File: src/rtl/tg_pkg.sv
package tg_pkg;

    typedef enum logic {
        MODE_LOOP = 1'b0,
        MODE_EDGE = 1'b1
    } tg_mode_e;

    typedef struct packed {
        logic     fall;
        tg_mode_e mode;
        logic     en;
    } tg_ctrl_t;

    localparam int unsigned A_CONTROL = 0;
    localparam int unsigned A_FILTER  = 1;
    localparam int unsigned A_STATUS  = 2;
    localparam int unsigned A_TIME    = 3;
    localparam int unsigned A_DATE    = 4;

    localparam int unsigned FILTER_RESET = 4;

    function automatic logic tg_hit(tg_ctrl_t c, logic prev, logic cur);
        logic r;
        if (!c.en)
            r = 1'b0;
        else if (c.mode == MODE_LOOP)
            r = cur;
        else if (c.fall)
            r = prev & ~cur;
        else
            r = ~prev & cur;
        return r;
    endfunction

endpackage

File: src/rtl/tg_filter.sv
module tg_filter #(
    parameter int unsigned DEB_W = 8
) (
    input  logic             clk,
    input  logic             rst,
    input  logic             pin_i,
    input  logic [DEB_W-1:0] len_i,
    output logic             level_o
);
    logic [1:0]       sync_q;
    logic [DEB_W-1:0] cnt_q;
    logic             level_q;

    always_ff @(posedge clk) begin
        if (rst) sync_q <= '0;
        else     sync_q <= {sync_q[0], pin_i};
    end

    always_ff @(posedge clk) begin
        if (rst) begin
            cnt_q   <= '0;
            level_q <= 1'b0;
        end else if (sync_q[1] != level_q) begin
            if (cnt_q >= len_i) begin
                level_q <= sync_q[1];
                cnt_q   <= '0;
            end else begin
                cnt_q <= cnt_q + 1'b1;
            end
        end else begin
            cnt_q <= '0;
        end
    end

    assign level_o = level_q;

    // a level change always adopts the synchronized value
    p_filter_follow_r2: assert property (@(posedge clk) disable iff (rst)
        (level_q != $past(level_q)) |-> (level_q == $past(sync_q[1])));

    // no change unless the window was filled
    p_filter_window_r2: assert property (@(posedge clk) disable iff (rst)
        (level_q != $past(level_q)) |-> ($past(cnt_q) >= $past(len_i)));
endmodule

File: src/rtl/tg_detect.sv
module tg_detect
    import tg_pkg::*;
(
    input  logic     clk,
    input  logic     rst,
    input  tg_ctrl_t ctrl_i,
    input  logic     level_i,
    output logic     evt_o
);
    logic prev_q;

    always_ff @(posedge clk) begin
        if (rst) prev_q <= 1'b0;
        else     prev_q <= level_i;
    end

    assign evt_o = tg_hit(ctrl_i, prev_q, level_i);

    // an edge-mode event needs a real change of the level
    p_edge_change_r4: assert property (@(posedge clk) disable iff (rst)
        (evt_o && ctrl_i.mode == MODE_EDGE) |-> (level_i != $past(level_i)));
endmodule

File: src/rtl/tg_capture.sv
module tg_capture #(
    parameter int unsigned TIME_W = 32,
    parameter int unsigned DATE_W = 32
) (
    input  logic              clk,
    input  logic              rst,
    input  logic              evt_i,
    input  logic              clr_i,
    input  logic [TIME_W-1:0] time_i,
    input  logic [DATE_W-1:0] date_i,
    output logic              flag_o,
    output logic [TIME_W-1:0] time_o,
    output logic [DATE_W-1:0] date_o
);
    logic              flag_q;
    logic [TIME_W-1:0] time_q;
    logic [DATE_W-1:0] date_q;
    logic              take;

    assign take = evt_i && (!flag_q || clr_i);

    always_ff @(posedge clk) begin
        if (rst) begin
            flag_q <= 1'b0;
            time_q <= '0;
            date_q <= '0;
        end else begin
            flag_q <= (flag_q && !clr_i) || evt_i;
            if (take) begin
                time_q <= time_i;
                date_q <= date_i;
            end
        end
    end

    assign flag_o = flag_q;
    assign time_o = time_q;
    assign date_o = date_q;

    // a new flag carries the timestamp of its edge
    p_capture_r6: assert property (@(posedge clk) disable iff (rst)
        $rose(flag_q) |-> (time_q == $past(time_i) && date_q == $past(date_i)));

    // the flag rises only on an event
    p_rise_cause_r6: assert property (@(posedge clk) disable iff (rst)
        $rose(flag_q) |-> $past(evt_i));

    // a held flag freezes the capture
    p_hold_first_r7: assert property (@(posedge clk) disable iff (rst)
        ($past(flag_q) && !$past(clr_i)) |-> ($stable(time_q) && $stable(date_q)));

    // the flag only falls on a clearing write
    p_sticky_r8: assert property (@(posedge clk) disable iff (rst)
        (flag_q && !clr_i) |=> flag_q);
endmodule

File: src/rtl/tamper_guard.sv
module tamper_guard
    import tg_pkg::*;
#(
    parameter int unsigned TIME_W = 32,
    parameter int unsigned DATE_W = 32,
    parameter int unsigned DEB_W  = 8,
    parameter int unsigned ADDR_W = 3,
    parameter int unsigned DATA_W = 32
) (
    input  logic              clk,
    input  logic              rst,
    input  logic              tamper_pin,
    input  logic [TIME_W-1:0] rtc_time,
    input  logic [DATE_W-1:0] rtc_date,
    input  logic              reg_wr,
    input  logic [ADDR_W-1:0] reg_addr,
    input  logic [DATA_W-1:0] reg_wdata,
    output logic [DATA_W-1:0] reg_rdata,
    output logic              sram_cut
);
    localparam int unsigned CTRL_W = $bits(tg_ctrl_t);

    tg_ctrl_t          ctrl_q;
    logic [DEB_W-1:0]  len_q;
    logic              level;
    logic              evt;
    logic              clr;
    logic              flag;
    logic [TIME_W-1:0] cap_time;
    logic [DATE_W-1:0] cap_date;
    logic              unused_wbits;

    assign unused_wbits = ^reg_wdata[DATA_W-1:DEB_W];

    assign clr = reg_wr && (reg_addr == ADDR_W'(A_STATUS)) && reg_wdata[0];

    always_ff @(posedge clk) begin
        if (rst) begin
            ctrl_q <= '0;
            len_q  <= DEB_W'(FILTER_RESET);
        end else if (reg_wr) begin
            if (reg_addr == ADDR_W'(A_CONTROL)) ctrl_q <= tg_ctrl_t'(reg_wdata[CTRL_W-1:0]);
            if (reg_addr == ADDR_W'(A_FILTER))  len_q  <= reg_wdata[DEB_W-1:0];
        end
    end

    tg_filter #(.DEB_W(DEB_W)) u_filter (
        .clk    (clk),
        .rst    (rst),
        .pin_i  (tamper_pin),
        .len_i  (len_q),
        .level_o(level)
    );

    tg_detect u_detect (
        .clk    (clk),
        .rst    (rst),
        .ctrl_i (ctrl_q),
        .level_i(level),
        .evt_o  (evt)
    );

    tg_capture #(.TIME_W(TIME_W), .DATE_W(DATE_W)) u_capture (
        .clk   (clk),
        .rst   (rst),
        .evt_i (evt),
        .clr_i (clr),
        .time_i(rtc_time),
        .date_i(rtc_date),
        .flag_o(flag),
        .time_o(cap_time),
        .date_o(cap_date)
    );

    always_comb begin
        reg_rdata = '0;
        case (reg_addr)
            ADDR_W'(A_CONTROL): reg_rdata = DATA_W'(ctrl_q);
            ADDR_W'(A_FILTER):  reg_rdata = DATA_W'(len_q);
            ADDR_W'(A_STATUS):  reg_rdata = DATA_W'({level, flag});
            ADDR_W'(A_TIME):    reg_rdata = DATA_W'(cap_time);
            ADDR_W'(A_DATE):    reg_rdata = DATA_W'(cap_date);
            default:            reg_rdata = '0;
        endcase
    end

    assign sram_cut = flag;

    // a disabled detector never raises the flag
    p_disarmed_r5: assert property (@(posedge clk) disable iff (rst)
        (!ctrl_q.en && !flag) |=> !sram_cut);

    // an event during a clearing write keeps the flag up
    p_event_wins_r9: assert property (@(posedge clk) disable iff (rst)
        (clr && evt) |=> sram_cut);
endmodule

File: config.mk
export PLATFORM = sky130hd
export DESIGN_NAME = tamper_guard
export DESIGN_NICKNAME = d
export VERILOG_FILES = /design/src/rtl/tg_pkg.sv /design/src/rtl/tg_filter.sv /design/src/rtl/tg_detect.sv /design/src/rtl/tg_capture.sv /design/src/rtl/tamper_guard.sv
export SDC_FILE = /design/constraint.sdc
export NUM_CORES = 1
export LEC_CHECK = 0
export ABC_AREA = 1
export BUFFER_PORTS_ARGS = -buffer_cell sky130_fd_sc_hd__buf_4
export CAP_MARGIN = 20
export CELL_PAD_IN_SITES_DETAIL_PLACEMENT = 0
export CELL_PAD_IN_SITES_GLOBAL_PLACEMENT = 1
export CORE_UTILIZATION = 39
export CTS_CLUSTER_DIAMETER = 150
export DETAILED_ROUTE_END_ITERATION = 7
export PLACE_DENSITY_LB_ADDON = 0.1
export SYNTH_ARGS = -nofsm -noshare
export SYNTH_HDL_FRONTEND = slang
export SYNTH_HIERARCHICAL = 1
export SYNTH_SLANG_ARGS = --single-unit
File: constraint.sdc
create_clock -name clk -period 2.1 [get_ports clk]
set_input_delay 0.315 -clock clk [delete_from_list [all_inputs] [get_ports clk]]
set_output_delay 0.315 -clock clk [all_outputs]
set_load 0.02 [all_outputs]
==> impl_metrics.py <==
metrics = {
    "run_status": {
        "outcome": "complete, no violations",
    },
    "sta": {
        "hold_viol": 0,
        "final_critical_path_setup_slack_ns": 0.3083,
        "final-max-slew-violation-count": 0,
        "finClkSkew_ns": 0.003429,
        "fmaxAchievable_mhz": 558.1,
        "number_of_endpoints_failing_setup_at_the_final_stage": 0,
        "hold_ws_ns": 0.1933,
        "timing.max_slew.rel_slack": 0.6799,
        "finalCritPeriodShare": 0.8532,
        "rsz0062_at_grt": "no",
        "fin_tns_setup_ns": 0,
        "minimum_clock_period_after_layout_ns": 1.792,
        "timing_worst_slew_pin_value_ns": 0.4790,
    },
    "routing": {
        "detailroute.via_count": 4589,
        "final_antenna_net_count": 0,
        "post_drt_wl_per_cell_um": 11.97,
        "detail_route.drc_violations": 0,
        "postRouteWirelength_um": 11670,
        "detail_route.first_pass.iterations": 4,
        "detail_route.iter0.violations": 196,
        "detail_route.vias_per_cell": 4.707,
    },
    "critical_path": {
        "crit_type": "input pin to primary output",
        "worst_path_most_repeated_cell": "sky130_fd_sc_hd__buf_4",
        "endpoint_of_the_worst_register_to_register_path": "u_capture/time_o[13]$_SDFFE_PP0P_",
        "worst_r2r_path_depth": 8,
        "worst_ep_arrival_time_ns": 1.48,
        "timing.critical_path.required_ns": 1.78,
        "crit-reg2reg-launch": "ctrl_q[1]$_SDFFE_PP0P_",
        "critical_path.slowest_cell": "sky130_fd_sc_hd__buf_4",
        "critPathMaxFanout": 12,
        "end_kind": "primary output",
        "worst-r2r-setup-slack_ns": 0.48,
        "cp_launch_type": "input pin",
        "cp_cell_sequence": "buf_4 > nor2_8 > nand2_2 > inv_2 > buf_4 > nand2_1 > nand2_1 > buf_4",
        "cpPeakStageDelay_ns": 0.24,
    },
    "synthesis": {
        "synth_cell_types": 28,
        "ys_seq_elements": 88,
        "post_synth_main_area_contributors": "sky130_fd_sc_hd__dfxtp_1 (37%), sky130_fd_sc_hd__nand2_1 (15%), sky130_fd_sc_hd__nand3_1 (8.2%)",
        "synth_async_sr_flop_share": 0,
        "synth.top_cell.area_share": 0.3672,
        "synth-edff-count": 0,
        "netlist_instances": 732,
        "mappedNetlistArea_um2": 4797,
        "postSynthNetCount": 844,
        "synthesis.area_per_instance_um2": 6.553,
        "ys_seq_area_frac": 0.3672,
        "synthMostInstantiatedCell": "sky130_fd_sc_hd__nand2_1",
        "yosysWarnings": 6,
        "yosys.area.top_type": "sky130_fd_sc_hd__dfxtp_1",
        "top_ff_cell_synth": "sky130_fd_sc_hd__dfxtp_1",
        "netlist_top_cells_count": "sky130_fd_sc_hd__nand2_1 (194), sky130_fd_sc_hd__inv_1 (103), sky130_fd_sc_hd__nor2_1 (94)",
    },
    "floorplan": {
        "initial_utilization": 0.3994,
        "placementRows": 40,
        "i_o_pin_count": 136,
        "design.core.area_um2": 12010,
        "fp.dieArea_um2": 12750,
        "die_w_um": 112.9,
        "dieHeight_um": 112.9,
    },
    "power_and_ir_drop": {
        "intPower_w": 0.002861,
        "power.total_w": 0.003679,
        "comb_power_share": 0.093,
        "static_power_due_to_leakage_nw": 2.991,
        "ir_worst_vdd_mv": 0.3217,
        "clkPwrFrac": 0.445,
        "p_sw_frac": 0.2225,
        "p_per_area_nw_per_um2": 613.9,
        "switching_power_w": 0.0008187,
        "seq_power_share": 0.462,
    },
    "clocking": {
        "cts_root_buffer": "sky130_fd_sc_hd__clkbuf_16",
        "source_to_sink_clock_delay_at_the_later_pin_of_the_worst_skew_pair_ns": 0.34,
        "hold_buffers": 0,
        "cts_htree_levels": 3,
        "cts_buffers": 9,
        "number_of_cells_upsized_or_downsized_after_cts": 0,
        "max_clock_buf_depth": 2,
        "tritoncts": "yes",
        "clock-sinks": 88,
        "postCtsSetupBuffers": 0,
        "worst_setup_hold_path_clk_slew_ns": 0.06,
    },
    "final_layout": {
        "flow.area_growth_from_synthesis_pct": 24.93,
        "drive_gt1_frac": 0.1981,
        "final.fill_count": 1278,
        "num_antenna_cells": 0,
        "final_stage_net_count": 936,
    },
    "global_route": {
        "grt_overflow_total": 0,
        "first_global_vias": 4129,
        "antenna_found_initial": 0,
        "grtUsageTotal": 0.1873,
        "grt_start_max_net_pins": 70,
        "wire_length_of_the_first_global_routing_pass_um": 19140,
    },
    "min_path": {
        "hold-path-endpoint": "u_filter/sync_q[0]$_SDFF_PP0_",
        "hold_start": "tamper_pin",
        "hold_depth": 3,
        "worstHoldPathType": "input pin to flip-flop",
    },
    "place": {
        "io_buffer_count": 111,
        "detailed_place_hpwl_um": 8036,
        "post-place-ws_ns": 0.3036,
        "place_congestion": 0.8107,
    },
    "flow_run": {
        "max_cap_violations": 0,
    },
}
==> metal layers <==
metal	share of wire	vias up	global-route usage
met1	0.46	2039	0.2317
met5	0	-	0
met2	0.48	92	0.3193
li1	-	2452	-
met4	0.0094	0	0.05526
met3	0.055	6	0.05035
==> sequential cells by signal (all words and copies together), names as in the netlist <==
signal / flops
u_capture/flag_o: 1
u_filter/level_o: 1
u_filter/cnt_q: 8
u_detect/prev_q: 1
u_filter/sync_q: 2
u_capture/time_o: 32
ctrl_q: 3
u_capture/date_o: 32
len_q: 8
==> cells by family (layout without fill, tap and decap cells) <==
kind of cell    count (synthesis)  after routing  share of synthesized area
fa+ha+maj                       9              9                    0.02347
xor+xnor                        5              5                   0.009131
compound gates                 76             76                    0.08138
simple gates                  400            400                     0.3631
flops                          88             88                     0.3672
buf+inv                       154            250                     0.1557
==> cells in the final DEF, fill, tap and decap left out, types with 2 or more instances in the layout <==
cell type,n
sky130_fd_sc_hd__clkbuf_16,9
sky130_fd_sc_hd__nand3_2,3
sky130_fd_sc_hd__clkinv_2,2
sky130_fd_sc_hd__xor2_1,2
sky130_fd_sc_hd__o21ai_0,3
sky130_fd_sc_hd__nor2_4,3
sky130_fd_sc_hd__a21oi_1,70
sky130_fd_sc_hd__nand4_1,17
sky130_fd_sc_hd__inv_1,103
sky130_fd_sc_hd__buf_4,119
sky130_fd_sc_hd__nand2_1,194
sky130_fd_sc_hd__nor2_2,3
sky130_fd_sc_hd__dfxtp_1,88
sky130_fd_sc_hd__nand3_1,79
sky130_fd_sc_hd__ha_1,9
sky130_fd_sc_hd__xnor2_1,3
sky130_fd_sc_hd__nor2_1,94
sky130_fd_sc_hd__buf_12,7
sky130_fd_sc_hd__clkbuf_8,3
sky130_fd_sc_hd__inv_2,6
sky130_fd_sc_hd__a21oi_2,2
==> critical path, delay by kind of cell <==
kind / cells / cell delay [ns]
buffers and inverters: 4 / 0.74
and+or+nand+nor: 4 / 0.42
==> area by class of cell <==
type | instances | area [um^2] | share of cell area
inverter | 109 | 409.1 | 0.06827
clock buffer | 12 | 266.5 | 0.04447
clock inverter | 3 | 40.04 | 0.006681
timing repair buffer | 126 | 1033 | 0.1724
tap | 147 | 183.9 | 0.03069
multi-input combinational | 490 | 2298 | 0.3835
sequential | 88 | 1762 | 0.2939
==> power by group through the flow <==
stage / Clock (W) / Sequential [W] / Combinational [W]
global placement: 0 / 0.00174 / 0.000344
global route: 0.00176 / 0.00170 / 0.000383
detailed placement: 0 / 0.00174 / 0.000348
finish: 0.00164 / 0.00170 / 0.000344
floorplan: 0 / 0.00173 / 0.000183
CTS: 0.00171 / 0.00170 / 0.000348
==> stage by stage <==
step / cells / area (um^2) / util
2_1_floorplan: 732 / 4797 / -
6_report: 975 / 5993 / 0.4990
4_1_cts: 975 / 5993 / 0.4990
3_5_place_dp: 960 / 5687 / 0.4734
3_3_place_gp: 960 / 5687 / 0.4734
5_1_grt: 975 / 5993 / 0.4990
==> worst max-delay path by stage <==
stage,from,to,slack (ns),cells past startpoint
after CTS,reg_addr[1],reg_rdata[18],0.30,8
after detailed placement,reg_addr[1],reg_rdata[18],0.30,8
final,reg_addr[1],reg_rdata[22],0.31,8
after global placement,reg_addr[1],reg_rdata[22],0.29,8
after global routing,reg_addr[1],reg_rdata[18],0.20,8
after floorplan,reg_addr[2],u_capture/date_o[10]$_SDFFE_PP0P_,0.62,11
No activity file was read; power rests on OpenSTA's default activity.
